File: src/rtl/pllp_pkg.sv
package pllp_pkg;
    localparam int BYTE_W = 8;
    localparam int IDX_W  = 6;
    localparam int CODE_W = 2;

    localparam logic [1:0] LOC_ADDR = 2'd0;
    localparam logic [1:0] LOC_DATA = 2'd1;
    localparam logic [1:0] LOC_CLK  = 2'd2;

    localparam logic [IDX_W-1:0] IX_REFDIV = 6'd1;
    localparam logic [IDX_W-1:0] IX_GEN    = 6'd2;
    localparam logic [IDX_W-1:0] IX_EXT    = 6'd3;
    localparam logic [IDX_W-1:0] IX_POST   = 6'd4;

    typedef enum logic [1:0] {
        ST_IDLE  = 2'd0,
        ST_ARMED = 2'd1,
        ST_SPENT = 2'd2
    } wr_state_t;
endpackage

File: src/rtl/pllp_wr_fsm.sv
module pllp_wr_fsm
    import pllp_pkg::*;
(
    input  logic clk,
    input  logic rst,
    input  logic addr_wr,
    input  logic addr_flag,
    input  logic data_wr,
    output logic commit
);
    wr_state_t state_q, state_d;

    always_ff @(posedge clk) begin
        if (rst) state_q <= ST_IDLE;
        else     state_q <= state_d;
    end

    always_comb begin
        state_d = state_q;
        if (addr_wr) begin
            state_d = addr_flag ? ST_ARMED : ST_IDLE;
        end else begin
            unique case (state_q)
                ST_IDLE:  state_d = ST_IDLE;
                ST_ARMED: if (data_wr) state_d = ST_SPENT;
                ST_SPENT: state_d = ST_SPENT;
                default:  state_d = ST_IDLE;
            endcase
        end
    end

    always_comb begin
        commit = 1'b0;
        unique case (state_q)
            ST_ARMED: commit = data_wr;
            ST_IDLE, ST_SPENT: commit = 1'b0;
            default:  commit = 1'b0;
        endcase
    end
endmodule

File: src/rtl/pllp_regs.sv
module pllp_regs
    import pllp_pkg::*;
#(
    parameter int NUM_PIX = 4,
    parameter int FB_BASE = 8,
    localparam int SEL_W  = $clog2(NUM_PIX)
) (
    input  logic              clk,
    input  logic              rst,
    input  logic              wr_en,
    input  logic [IDX_W-1:0]  idx,
    input  logic [BYTE_W-1:0] wr_data,
    output logic [BYTE_W-1:0] rd_data,
    input  logic [SEL_W-1:0]  pix_sel,
    output logic [CODE_W-1:0] post_code,
    output logic [BYTE_W-1:0] fb_div
);
    logic [BYTE_W-1:0] ref_q, gen_q, ext_q, post_q;
    logic [BYTE_W-1:0] fb_q [NUM_PIX];

    always_ff @(posedge clk) begin
        if (rst) begin
            ref_q  <= '0;
            gen_q  <= '0;
            ext_q  <= '0;
            post_q <= '0;
        end else if (wr_en) begin
            if (idx == IX_REFDIV) ref_q  <= wr_data;
            if (idx == IX_GEN)    gen_q  <= wr_data;
            if (idx == IX_EXT)    ext_q  <= wr_data;
            if (idx == IX_POST)   post_q <= wr_data;
        end
    end

    for (genvar g = 0; g < NUM_PIX; g++) begin : g_fb
        localparam logic [IDX_W-1:0] MY_IX = IDX_W'(FB_BASE + g);
        always_ff @(posedge clk) begin
            if (rst)                          fb_q[g] <= '0;
            else if (wr_en && idx == MY_IX)   fb_q[g] <= wr_data;
        end
    end

    always_comb begin
        rd_data = '0;
        if (idx == IX_REFDIV) rd_data = ref_q;
        if (idx == IX_GEN)    rd_data = gen_q;
        if (idx == IX_EXT)    rd_data = ext_q;
        if (idx == IX_POST)   rd_data = post_q;
        for (int k = 0; k < NUM_PIX; k++) begin
            if (idx == IDX_W'(FB_BASE + k)) rd_data = fb_q[k];
        end
    end

    assign post_code = post_q[CODE_W*pix_sel +: CODE_W];
    assign fb_div    = fb_q[pix_sel];
endmodule

File: src/rtl/pll_index_port.sv
module pll_index_port
    import pllp_pkg::*;
#(
    parameter int NUM_PIX = 4,
    parameter int FB_BASE = 8,
    localparam int SEL_W  = $clog2(NUM_PIX)
) (
    input  logic              clk,
    input  logic              rst,
    input  logic              bus_wr,
    input  logic [1:0]        bus_sel,
    input  logic [BYTE_W-1:0] bus_wdata,
    output logic [BYTE_W-1:0] bus_rdata,
    output logic [SEL_W-1:0]  pix_sel,
    output logic [CODE_W-1:0] pix_post_code,
    output logic [BYTE_W-1:0] pix_fb_div
);
    logic [IDX_W-1:0]  idx_q;
    logic              flag_q;
    logic [SEL_W-1:0]  csel_q;
    logic              addr_wr, data_wr, clk_wr, commit;
    logic [BYTE_W-1:0] reg_rd;

    assign addr_wr = bus_wr && (bus_sel == LOC_ADDR);
    assign data_wr = bus_wr && (bus_sel == LOC_DATA);
    assign clk_wr  = bus_wr && (bus_sel == LOC_CLK);

    always_ff @(posedge clk) begin
        if (rst) begin
            idx_q  <= '0;
            flag_q <= 1'b0;
            csel_q <= '0;
        end else begin
            if (addr_wr) begin
                idx_q  <= bus_wdata[BYTE_W-1:2];
                flag_q <= bus_wdata[1];
            end
            if (clk_wr) csel_q <= bus_wdata[SEL_W-1:0];
        end
    end

    pllp_wr_fsm u_fsm (
        .clk       (clk),
        .rst       (rst),
        .addr_wr   (addr_wr),
        .addr_flag (bus_wdata[1]),
        .data_wr   (data_wr),
        .commit    (commit)
    );

    pllp_regs #(.NUM_PIX(NUM_PIX), .FB_BASE(FB_BASE)) u_regs (
        .clk       (clk),
        .rst       (rst),
        .wr_en     (commit),
        .idx       (idx_q),
        .wr_data   (bus_wdata),
        .rd_data   (reg_rd),
        .pix_sel   (csel_q),
        .post_code (pix_post_code),
        .fb_div    (pix_fb_div)
    );

    always_comb begin
        unique case (bus_sel)
            LOC_ADDR: bus_rdata = {idx_q, flag_q, 1'b0};
            LOC_DATA: bus_rdata = reg_rd;
            LOC_CLK:  bus_rdata = BYTE_W'(csel_q);
            default:  bus_rdata = '0;
        endcase
    end

    assign pix_sel = csel_q;
endmodule

File: config.mk
export PLATFORM = sky130hd
export DESIGN_NAME = pll_index_port
export DESIGN_NICKNAME = d
export VERILOG_FILES = /design/src/rtl/pllp_pkg.sv /design/src/rtl/pllp_wr_fsm.sv /design/src/rtl/pllp_regs.sv /design/src/rtl/pll_index_port.sv
export SDC_FILE = /design/constraint.sdc
export NUM_CORES = 1
export LEC_CHECK = 0
export BUFFER_PORTS_ARGS = -buffer_cell sky130_fd_sc_hd__buf_2
export CAP_MARGIN = 25
export CORE_MARGIN = 4
export CORE_UTILIZATION = 40
export CTS_CLUSTER_SIZE = 30
export DETAILED_ROUTE_END_ITERATION = 6
export HOLD_SLACK_MARGIN = 0.12
export SYNTH_ARGS = -nofsm -noshare
export SYNTH_HDL_FRONTEND = slang
export SYNTH_SLANG_ARGS = --single-unit
File: constraint.sdc
create_clock -name clk -period 2.2 [get_ports clk]
set_input_delay 0.33 -clock clk [delete_from_list [all_inputs] [get_ports clk]]
set_output_delay 0.33 -clock clk [all_outputs]
set_load 0.05 [all_outputs]
* Yosys cells after proc, flatten, opt, wreduce, memory -nomap -nowiden *
Memory sizes are Yosys's and may differ from the RTL's. A register that Yosys moved wholly into a read port is not among the register bits.
Index checks and enable logic that the tools add are counted.

operators by class
  equality and inequality tests = 13
  shift-type cells = 1
  muxes and demuxes = 34
  bitwise logic cells = 4
  reductions and logical operators = 12

operators by type and width
  kind                                                                     count
  8-bit two-way mux                                                        12
  6-bit by 4-bit equality test with 1-bit output, second input constant    4
  8-bit case mux with 3 select lines                                       1
  1-bit two-way mux                                                        16
  6-bit by 2-bit equality test with 1-bit output, second input constant    2
  2-bit two-way mux                                                        4
  2-bit AND reduction                                                      4
  8-bit by 4-bit variable part select with 2-bit output                    1
  1-bit logical AND                                                        7
  6-bit by 1-bit equality test with 1-bit output, second input constant    1
  6-bit by 3-bit equality test with 1-bit output, second input constant    1
  2-bit by 1-bit equality test with 1-bit output, second input constant    2
  2-bit equality test, second input constant                               2
  1-bit bitwise OR                                                         4
  2-bit case mux with 2 select lines                                       1
  3-bit by 2-bit inequality test with 1-bit output, second input constant  1
  2-bit zero test                                                          1

storage, ports and cells
  register bits = 43
  bits in writable memories = 32
  bits of input ports = 13
  output and inout port bits = 20
  word-level logic and storage cells = 73
  memories = 1

memories
  name         depth  bits a word  rd ports  clocked after memory_dff  write ports  RTL line         text
  u_regs.fb_q  4      8            5         1                         4            pllp_regs.sv:19  logic [BYTE_W-1:0] fb_q [NUM_PIX];

* Depth between registers and ports, before layout *
Gate-level depths: netlist of run 1.

  depth in word-level cells = 10
  gate-level depth with buffers = 8
  depth with buffers taken out = 6

* Hierarchy *
Synthesis of run 1 repeated with hierarchy kept, for this count alone.

unflattened totals
  cell total of the unflattened synthesis = 371
  area total of the unflattened synthesis = 4006.3 µm²

by module, submodules not included
  module          instances  cells an instance  area an instance (µm²)  sequential area each (µm²)
  pllp_regs       1          301                3320.7                  1601.5
  pll_index_port  1          59                 573.0                   180.2
  pllp_wr_fsm     1          11                 112.6                   40.0

* Least setup slack after synthesis of run 1 *
No wires, ideal clock.

  path type = register to output
  start point = register idx_q[0]
  end point = output port bus_rdata[6]
  arrival = 2.457 ns
  required time = 1.870 ns
  setup slack = -0.587 ns
  stages on the path, launching flop included = 7
  path buffers = 1
  path through = dfxtp_1 buf_6 or4b_4 nor2_8 a211oi_1 or4_1 o21ai_1

on the way
  longest elaborated chain between the ends = 10
  elaborated cells between the ends (all ways) = 17
  classes of those cells = 8 x eq/ne; 9 x mux

ends and longest elaborated chain
  item                                            RTL line              text
  start: declaration                              pll_index_port.sv:18  logic [IDX_W-1:0] idx_q;
  start signal: assignment                        pll_index_port.sv:35  idx_q <= bus_wdata[BYTE_W-1:2];
  6-bit by 1-bit equality test with 1-bit output  pllp_regs.sv:45       if (idx == IX_REFDIV) rd_data = ref_q;
  8-bit two-way mux                               pllp_regs.sv:45
  8-bit two-way mux                               pllp_regs.sv:46       if (idx == IX_GEN) rd_data = gen_q;
  8-bit two-way mux                               pllp_regs.sv:47       if (idx == IX_EXT) rd_data = ext_q;
  8-bit two-way mux                               pllp_regs.sv:48       if (idx == IX_POST) rd_data = post_q;
  8-bit two-way mux (3 in series)                 pllp_regs.sv:50       if (idx == IDX_W'(FB_BASE + k)) rd_data = fb_q[k];
  8-bit two-way mux (*)                           pllp_regs.sv:50
  8-bit case mux with 3 select lines (*)          pll_index_port.sv:64  unique case (bus_sel)
  end: declaration                                pll_index_port.sv:13  output logic [BYTE_W-1:0] bus_rdata,

Mark *: on every way between the ends. The rest lies on a longest branch, timed or not.

* Final worst setup path of run 1 *
  start point = register idx_q[0]
  end point = output port bus_rdata[3]

Same word-level chain as after synthesis.

==> results of run 1 <==
## cell families (layout without fill, tap and decap cells)
kind of cell	count (synthesis)	count (layout)	synth area share, %
and+or+nand+nor	175	175	23.4
AOI/OAI and AO/OA	87	87	14.8
DFF	77	77	47.0
buffers and inverters	29	104	4.27
muxes	27	27	9.99
adders and majority gates	1	1	0.316
xor gates and xnor gates	1	1	0.221
## worst max-delay path by stage
stage | startpoint | slack [ns] | cells after the start | to
finish | idx_q[0] | -0.50 | 7 | bus_rdata[3]
global route | idx_q[0] | -0.57 | 7 | bus_rdata[3]
CTS | idx_q[0] | -0.52 | 7 | bus_rdata[3]
detailed placement | idx_q[0] | -0.29 | 7 | bus_rdata[2]
global placement | idx_q[0] | -0.25 | 7 | bus_rdata[2]
floorplan | idx_q[5] | -0.20 | 6 | bus_rdata[6]
## registers in the layout, summed over array words and instances, names as in the netlist, 2 cells and up, named ones only
register	flops
u_regs.post_q	8
u_regs.ext_q	8
u_fsm.state_q	2
u_regs.fb_q	32
u_regs.gen_q	8
pix_sel	2
u_regs.ref_q	8
idx_q	6
## final cells by class
cell class | instances | area [um^2]
multi-input cells | 291 | 2140
flip-flops and latches | 77 | 1870
fillers | 896 | 4680
clock buffers | 10 | 128
clock inverters | 6 | 63.8
well taps | 133 | 166
inverters | 2 | 7.51
repair buffers | 86 | 636
## cells in the mapped netlist (6+ instances only)
master     n  area (um^2)
dfxtp_1   45          901
and2_1    25          156
nor2_1    33          124
mux4_2    10          225
nor2b_1    6         37.5
clkbuf_1  14         52.6
o21ai_0    8         40.0
nand2_1   44          165
edfxtp_1  32          961
a221oi_1  12          105
mux2i_1   17          170
nor3_1     9         45.0
and3_1    11         68.8
a21oi_1   32          160
nand3_1   24          120
## per-layer routing
layer / vias up / part of all wire [%] / routed length [um]
met5: - / 0 / 0
met4: 0 / 3.1 / 386
met3: 32 / 7.7 / 958
met2: 145 / 44 / 5480
met1: 1694 / 45 / 5650
li1: 1617 / - / -
## report_power, final
| part | switching, mW | total [mW] | internal (mW) |
|---|---|---|---|
| sequential | 0.0294 | 1.54 | 1.51 |
| combinational | 0.217 | 0.341 | 0.124 |
| clock | 0.520 | 1.04 | 0.520 |
## what timing repair did
action	in CTS	in global routing
setup buffers	1	0
gates resized for setup	39	12
endpoints found under the setup margin	8	18
pin swaps	9	3
hold buffers	0	0
## metrics by stage
step | instances | instance area [um^2] | worst slack, ns | total power [mW]
after floorplan | 397 | 4070 | -0.203 | 1.76
after global placement | 588 | 4630 | -0.246 | 1.89
after detailed placement | 588 | 4630 | -0.293 | 1.89
after CTS | 605 | 4960 | -0.515 | 2.93
after global routing | 605 | 5010 | -0.573 | 3.03
final | 605 | 5010 | -0.497 | 2.92
## worst reg2reg max path, cell delays in order (launching register included)
cell     delay, ns
dfxtp_2       0.34
or4b_4        0.58
buf_4         0.17
nor2_4        0.12
buf_4         0.18
buf_4         0.11
a21o_2        0.24
==> impl_metrics.toml, run 1 <==
[setup_path]
cp_slowest_cell = "or4b_4"
path_buf_inv = 2
reg2reg_setup_slack_ns = 0.14
worst-path-max-fanout = 4
worst_setup_path_start_kind = "flop"
critical_path.max_stage_delay_ns = 0.58
crit_path_cell_trace = "or4b_4, nor2_8, buf_12, a221oi_1, or3_4, a31oi_4, buf_6"
timing.rr.start = "idx_q[0]"
timing.rr.end = "u_regs.fb_q[2][0]"
reg2regPathDepth = 6
worst_ep_required_time_ns = 1.87
endpoint_kind = "output pin"
critical_path.top_delay_family = "simple AND/OR/NAND/NOR gates"
crit_type = "reg2out"
arrival_ns = 2.37

[hold_path]
hold_class = "in2reg"
timing.hold.worst_endpoint = "u_regs.gen_q[0]"
min-delay-start = "bus_wdata[0]"
whs_path_depth = 3

[cts]
cts_made_buffers = 9
max-clock-path-buffers = 2
total_clock_sinks = 77
clock_pin_slew_worst_setup_and_hold_paths_ns = 0.08
cts.htree.levels = 3
clock_latency_ns = 0.35
cts-root-buf = "clkbuf_8"
tritoncts = "yes"

[grt]
gr-usage-all-layers_pct = 22.3
grt.met2_usage_pct = 32.2
antenna_violations_before_repair = 0
global_route.peak_usage_layer = "met2"
grt.met1_usage_pct = 31.8
groute.layer.met3.usage_pct = 5.40
grt_pass1_wl_um = 19000
pin_count_of_the_biggest_net_entering_global_routing = 29
grt_overflow = 0
first_global_vias = 3267

[sta]
finClkSkew_ns = 0.00854
grt_setup_unrepaired = "yes"
finalSetupTns_ns = -3.43
worst_slew_pin_slew_ns = 0.513
final_critical_path_setup_slack_ns = -0.497
number_of_failing_hold_endpoints_at_the_final_stage = 0
setup_viol = 8
relSlewSlack_pct = 65.7
timing_max_transition_violations_final = 0
finalCritPeriodShare_pct = 123
min_period_ns = 2.70
max_clock_freq_mhz = 371
finalHoldWorstSlack_ns = 0.327

[routing]
remaining_drc_errors = 0
vias_per_cell = 5.77
vias = 3488
first_iter_violations = 328
firstDrtPassIters = 5
drt-wirelength-per-cell_um = 20.6
route.antenna.remaining_nets = 0
finalWirelength_um = 12500

[floorplanning]
initial_utilization_pct = 40.9
fp.dieArea_um2 = 11500
io_pins = 33
fp-row-count = 36
die_w_um = 107
core_area_um2 = 9680
die-height_um = 107

[final_layout]
final_cell_mix = "buf_4 (51), nand2_1 (44), dfxtp_1 (41)"
nNetsFinal = 481
layout.cells.most_common = "buf_4"
final_core_util_pct = 51.7
antenna-diode-count = 0
flow.area_growth_from_synthesis_pct = 26.5
post_route_cells_drive_above_1_share_pct = 33.3

[status]
violations = "setup timing"
run_status = "finished, violations left"

[yosys]
synth.ff_latch_count = 77
postSynth.topFlopCell = "dfxtp_1"
share_of_flip_flops_with_an_asynchronous_set_or_reset_pct = 0
synth.cell_area_um2 = 3960
mappedNetlistNets = 411
synth_cells = 397
netlist-cell-type-count = 56
avgSynthCellArea_um2 = 9.97
synth.yosys.seq_area_share_pct = 47.0
edff_count_synth = 32
synth_warnings = 0

[run]
cap_viol_max_count = 0

[placement]
detailed_place_hpwl_um = 9220
numPortBuffers = 32
globalplace.congestion = 0.910

[pwr]
cellPowerDensity_nw_per_um2 = 583
max-vdd-ir-drop_mv = 0.297
power.static_leakage_nw = 1.89
(Power assumes the default switching activity.)
==> run 2, diff against run 1 <==
TNS_END_PERCENT = 1   (was unset)
==> impl_metrics.toml, run 2 (synthesized netlist as in run 1, its figures left out) <==
[final_layout]
register_with_the_highest_flop_count = "u_regs.fb_q"
stdcell_count = 607
largest_register_ff_count = 32
flow.area_growth_from_synthesis_pct = 26.4
antenna-diode-count = 0
nNetsFinal = 483
layout.cells.most_common = "buf_4"
post_route_cells_drive_above_1_share_pct = 31.4
final_core_util_pct = 51.7
final_cell_mix = "buf_4 (54), nand2_1 (44), dfxtp_1 (42)"

[routing]
first_iter_violations = 247
route.antenna.remaining_nets = 0
vias_per_cell = 5.61
drt-wirelength-per-cell_um = 21.1
finalWirelength_um = 12800
firstDrtPassIters = 5
remaining_drc_errors = 0
vias = 3408

[sta]
max_clock_freq_mhz = 371
finClkSkew_ns = 0.00935
min_period_ns = 2.69
finalSetupTns_ns = -3.70
grt_setup_unrepaired = "yes"
timing_max_transition_violations_final = 0
worst_slew_pin_slew_ns = 0.650
finalCritPeriodShare_pct = 122
final_critical_path_setup_slack_ns = -0.494
number_of_failing_hold_endpoints_at_the_final_stage = 0
relSlewSlack_pct = 56.7
setup_viol = 8

[floorplanning]
initial_utilization_pct = 40.9
die_w_um = 107
io_pins = 33
fp-row-count = 36
fp.dieArea_um2 = 11500
die-height_um = 107
core_area_um2 = 9680

[cts]
max-clock-path-buffers = 2
clock_latency_ns = 0.35
cts.htree.levels = 3
cts-root-buf = "clkbuf_8"
clock_pin_slew_worst_setup_and_hold_paths_ns = 0.09
total_clock_sinks = 77
cts_made_buffers = 9
tritoncts = "yes"

[setup_path]
endpoint_kind = "output pin"
reg2reg_setup_slack_ns = 0.15
reg2regPathDepth = 5
timing.rr.end = "u_regs.fb_q[2][0]"
arrival_ns = 2.36
timing.rr.start = "idx_q[0]"
crit_type = "reg2out"
crit_start = "idx_q[0]"
worst_ep_required_time_ns = 1.87
worst_setup_path_start_kind = "flop"
worst-path-max-fanout = 7

[run]
cap_viol_max_count = 0

[hold_path]
min-delay-start = "bus_wr"
whs_path_depth = 3
hold_class = "in2reg"

[pwr]
power_switching_share_pct = 24.8
power.static_leakage_nw = 1.91
cellPowerDensity_nw_per_um2 = 633
max-vdd-ir-drop_mv = 0.418
share_seq_of_total_power_pct = 48.6
part_of_the_total_power_dissipated_in_the_clock_network_pct = 40.8
pwr-share-comb_pct = 10.7
internal-power_mw = 2.38
p_switching_uw = 785

[status]
run_status = "finished, violations left"
violations = "setup timing"

[placement]
numPlacedInstances = 590
globalplace.congestion = 0.893
numPortBuffers = 32
detailed_place_hpwl_um = 9240

[grt]
antenna_violations_before_repair = 0
gr-usage-all-layers_pct = 23.2
grt_overflow = 0
pin_count_of_the_biggest_net_entering_global_routing = 32
first_global_vias = 3459
grt_pass1_wl_um = 19900
[run 2: worst max-delay path, stage by stage, from the launching register on]
cell and delay, ns:
dfxtp_4 0.37, or4b_4 0.58, nor2_8 0.12, a211oi_2 0.07, or4_4 0.52, o21ai_4 0.16
buf_6 0.18
[run 2: repair_timing]
item,4_1_cts,5_1_grt
hold buffers,0,0
gates resized for setup,24,15
endpoints found under the setup margin,8,16
pin swaps,3,1
buffers inserted,1,0
[run 2: final cells by class]
cell class	instances	area (um^2)
sequential	77	1870
multi-input combinational	291	2080
fill	897	4680
tap	133	166
clock inverter	7	114
timing repair buffer	88	647
clock buffer	9	124
inverter	2	7.51
[run 2: metrics by stage]
step	hold slack, ns	worst slack, ns	power (mW)	cell area [um^2]
4_1_cts	0.303	-0.503	3.18	4960
3_3_place_gp	0.446	-0.252	1.89	4630
5_1_grt	0.313	-0.572	3.28	5000
6_report	0.321	-0.494	3.17	5000
3_5_place_dp	0.451	-0.306	1.89	4630
2_1_floorplan	0.432	-0.203	1.76	4050
[run 2: worst max-delay path by stage]
| stage | endpoint | slack (ns) |
|---|---|---|
| detailed placement | bus_rdata[6] | -0.31 |
| finish | bus_rdata[6] | -0.49 |
| global route | bus_rdata[2] | -0.57 |
| floorplan | bus_rdata[6] | -0.20 |
| CTS | bus_rdata[7] | -0.50 |
| global placement | bus_rdata[7] | -0.25 |
[run 2: power groups by stage]
stage,combinational (mW),sequential [mW],clock [mW]
final,0.338,1.54,1.29
after global routing,0.358,1.54,1.38
after global placement,0.319,1.57,0
after floorplan,0.197,1.56,0
after CTS,0.331,1.54,1.31
after detailed placement,0.321,1.57,0
[run 2: routing by layer]
metal	up-vias	share of wire, %	global-route usage [%]
li1	1616	-	-
met1	1643	44	32.0
met4	0	2.6	7.75
met5	-	0	0
met3	20	6.9	4.74
met2	129	46	36.6
==> run 3, diff against run 2 <==
CORE_UTILIZATION = 54   (was 40)
PLACE_DENSITY = 0.76   (was unset)
==> impl_metrics.toml, run 3 (synthesized netlist as in run 1, its figures left out) <==
[sta]
finalCritPeriodShare_pct = 123
finClkSkew_ns = 0.0102
number_of_failing_hold_endpoints_at_the_final_stage = 0
setup_viol = 8
relSlewSlack_pct = 67.0
final_critical_path_setup_slack_ns = -0.496
worst_slew_pin_slew_ns = 0.495
grt_setup_unrepaired = "yes"
max_clock_freq_mhz = 371
finalHoldWorstSlack_ns = 0.327
min_period_ns = 2.70
timing_max_transition_violations_final = 0

[routing]
vias_per_cell = 6.33
firstDrtPassIters = 6
remaining_drc_errors = 0
route.antenna.remaining_nets = 0
first_iter_violations = 315
vias = 3550
finalWirelength_um = 12100
drt-wirelength-per-cell_um = 21.6

[floorplanning]
initial_utilization_pct = 57.0
die_w_um = 93.6
fp-row-count = 30
core_area_um2 = 6940
die-height_um = 93.6
fp.dieArea_um2 = 8760
io_pins = 33

[pwr]
max-vdd-ir-drop_mv = 0.448
cellPowerDensity_nw_per_um2 = 612
power.static_leakage_nw = 1.85
power_mw = 2.98

[cts]
hold_buffers = 0
cts.htree.levels = 3
post-cts-setup-buffer-count = 0
cts_made_buffers = 9
clock_latency_ns = 0.35
cts-root-buf = "clkbuf_8"
clock_pin_slew_worst_setup_and_hold_paths_ns = 0.08
total_clock_sinks = 77
tritoncts = "yes"
max-clock-path-buffers = 2

[grt]
grt_pass1_wl_um = 18700
antenna_violations_before_repair = 0
grt_overflow = 0
first_global_vias = 3335
pin_count_of_the_biggest_net_entering_global_routing = 34
gr-usage-all-layers_pct = 29.0

[setup_path]
endpoint_kind = "output pin"
worst_ep_required_time_ns = 1.87
reg2reg_setup_slack_ns = 0.12
worst-path-max-fanout = 7
timing.rr.start = "idx_q[5]"
worst_setup_path_start_kind = "flop"
crit_type = "reg2out"
arrival_ns = 2.37
reg2regPathDepth = 6
timing.rr.end = "u_regs.fb_q[0][7]"

[final_layout]
final_cell_mix = "buf_4 (46), nand2_1 (44), dfxtp_1 (42)"
antenna-diode-count = 0
nNetsFinal = 474
stdcell_count = 561
final_core_util_pct = 70.1
post_route_cells_drive_above_1_share_pct = 29.9
largest_register_ff_count = 32
layout.cells.most_common = "buf_4"
register_with_the_highest_flop_count = "u_regs.fb_q"
fill_cells = 535
flow.area_growth_from_synthesis_pct = 22.9

[hold_path]
min-delay-start = "bus_wr"
whs_path_depth = 3
hold_class = "in2reg"

[placement]
numPlacedInstances = 545
post-place-ws_ns = -0.307
detailed_place_hpwl_um = 8780
globalplace.congestion = 0.975
numPortBuffers = 32

[status]
violations = "setup timing"
run_status = "finished, violations left"

[run]
cap_viol_max_count = 0
run 3: cell count changes in the layout (fill, tap and decap cells not counted), sizes merged:
cell / previous run / this run
clkinvlp: 1 / 2
bufinv: 3 / 1
buf: 88 / 79
clkinv: 3 / 2
clkbuf: 9 / 11
run 3: worst max-delay path by stage:
stage	start	to	slack, ns
2_1_floorplan	idx_q[5]	bus_rdata[6]	-0.20
3_3_place_gp	idx_q[0]	bus_rdata[6]	-0.23
5_1_grt	idx_q[2]	bus_rdata[3]	-0.56
3_5_place_dp	idx_q[0]	bus_rdata[6]	-0.31
4_1_cts	idx_q[2]	bus_rdata[3]	-0.52
6_report	idx_q[2]	bus_rdata[3]	-0.50
run 3: layout make-up:
class / instances / area, um^2 / share of cell area (%)
Timing Repair Buffer: 79 / 576 / 11.8
Tap cell: 96 / 120 / 2.47
Multi-Input combinational cell: 291 / 2080 / 42.8
Clock inverter: 5 / 57.6 / 1.18
Sequential cell: 77 / 1870 / 38.5
Inverter: 2 / 7.51 / 0.154
Clock buffer: 11 / 153 / 3.14
run 3: what timing repair did:
action | 4_1_cts | 5_1_grt
pin swaps | 0 | 3
resized for setup | 27 | 10
setup endpoints to repair | 16 | 8
run 3: stage by stage:
step	TNS (ns)	cell area, um^2
5_1_grt	-4.04	4860
6_report	-3.58	4860
3_5_place_dp	-2.88	4530
2_1_floorplan	-1.26	4050
4_1_cts	-3.68	4810
3_3_place_gp	-1.87	4530
run 3: metal layers:
metal / track usage (%) / vias to the layer above / share of wire [%]
li1: - / 1601 / -
met1: 40.2 / 1709 / 42
met2: 42.2 / 203 / 44
met3: 8.93 / 37 / 11
met4: 11.7 / 0 / 3.4
met5: 0 / - / 0
run 3: critical path, stage by stage, from the launching register on:
cell      delay [ns]
dfxtp_4         0.37
or4b_4          0.58
nor2_8          0.11
buf_6           0.13
a221oi_1        0.10
or3_1           0.39
a31oi_4         0.15
buf_6           0.17
run 3: report_power, final:
group	internal (mW)	switching (mW)	leakage [nW]
clock	0.591	0.529	0.0983
combinational	0.110	0.211	1.06
sequential	1.51	0.0278	0.695
total	2.21	0.769	1.85
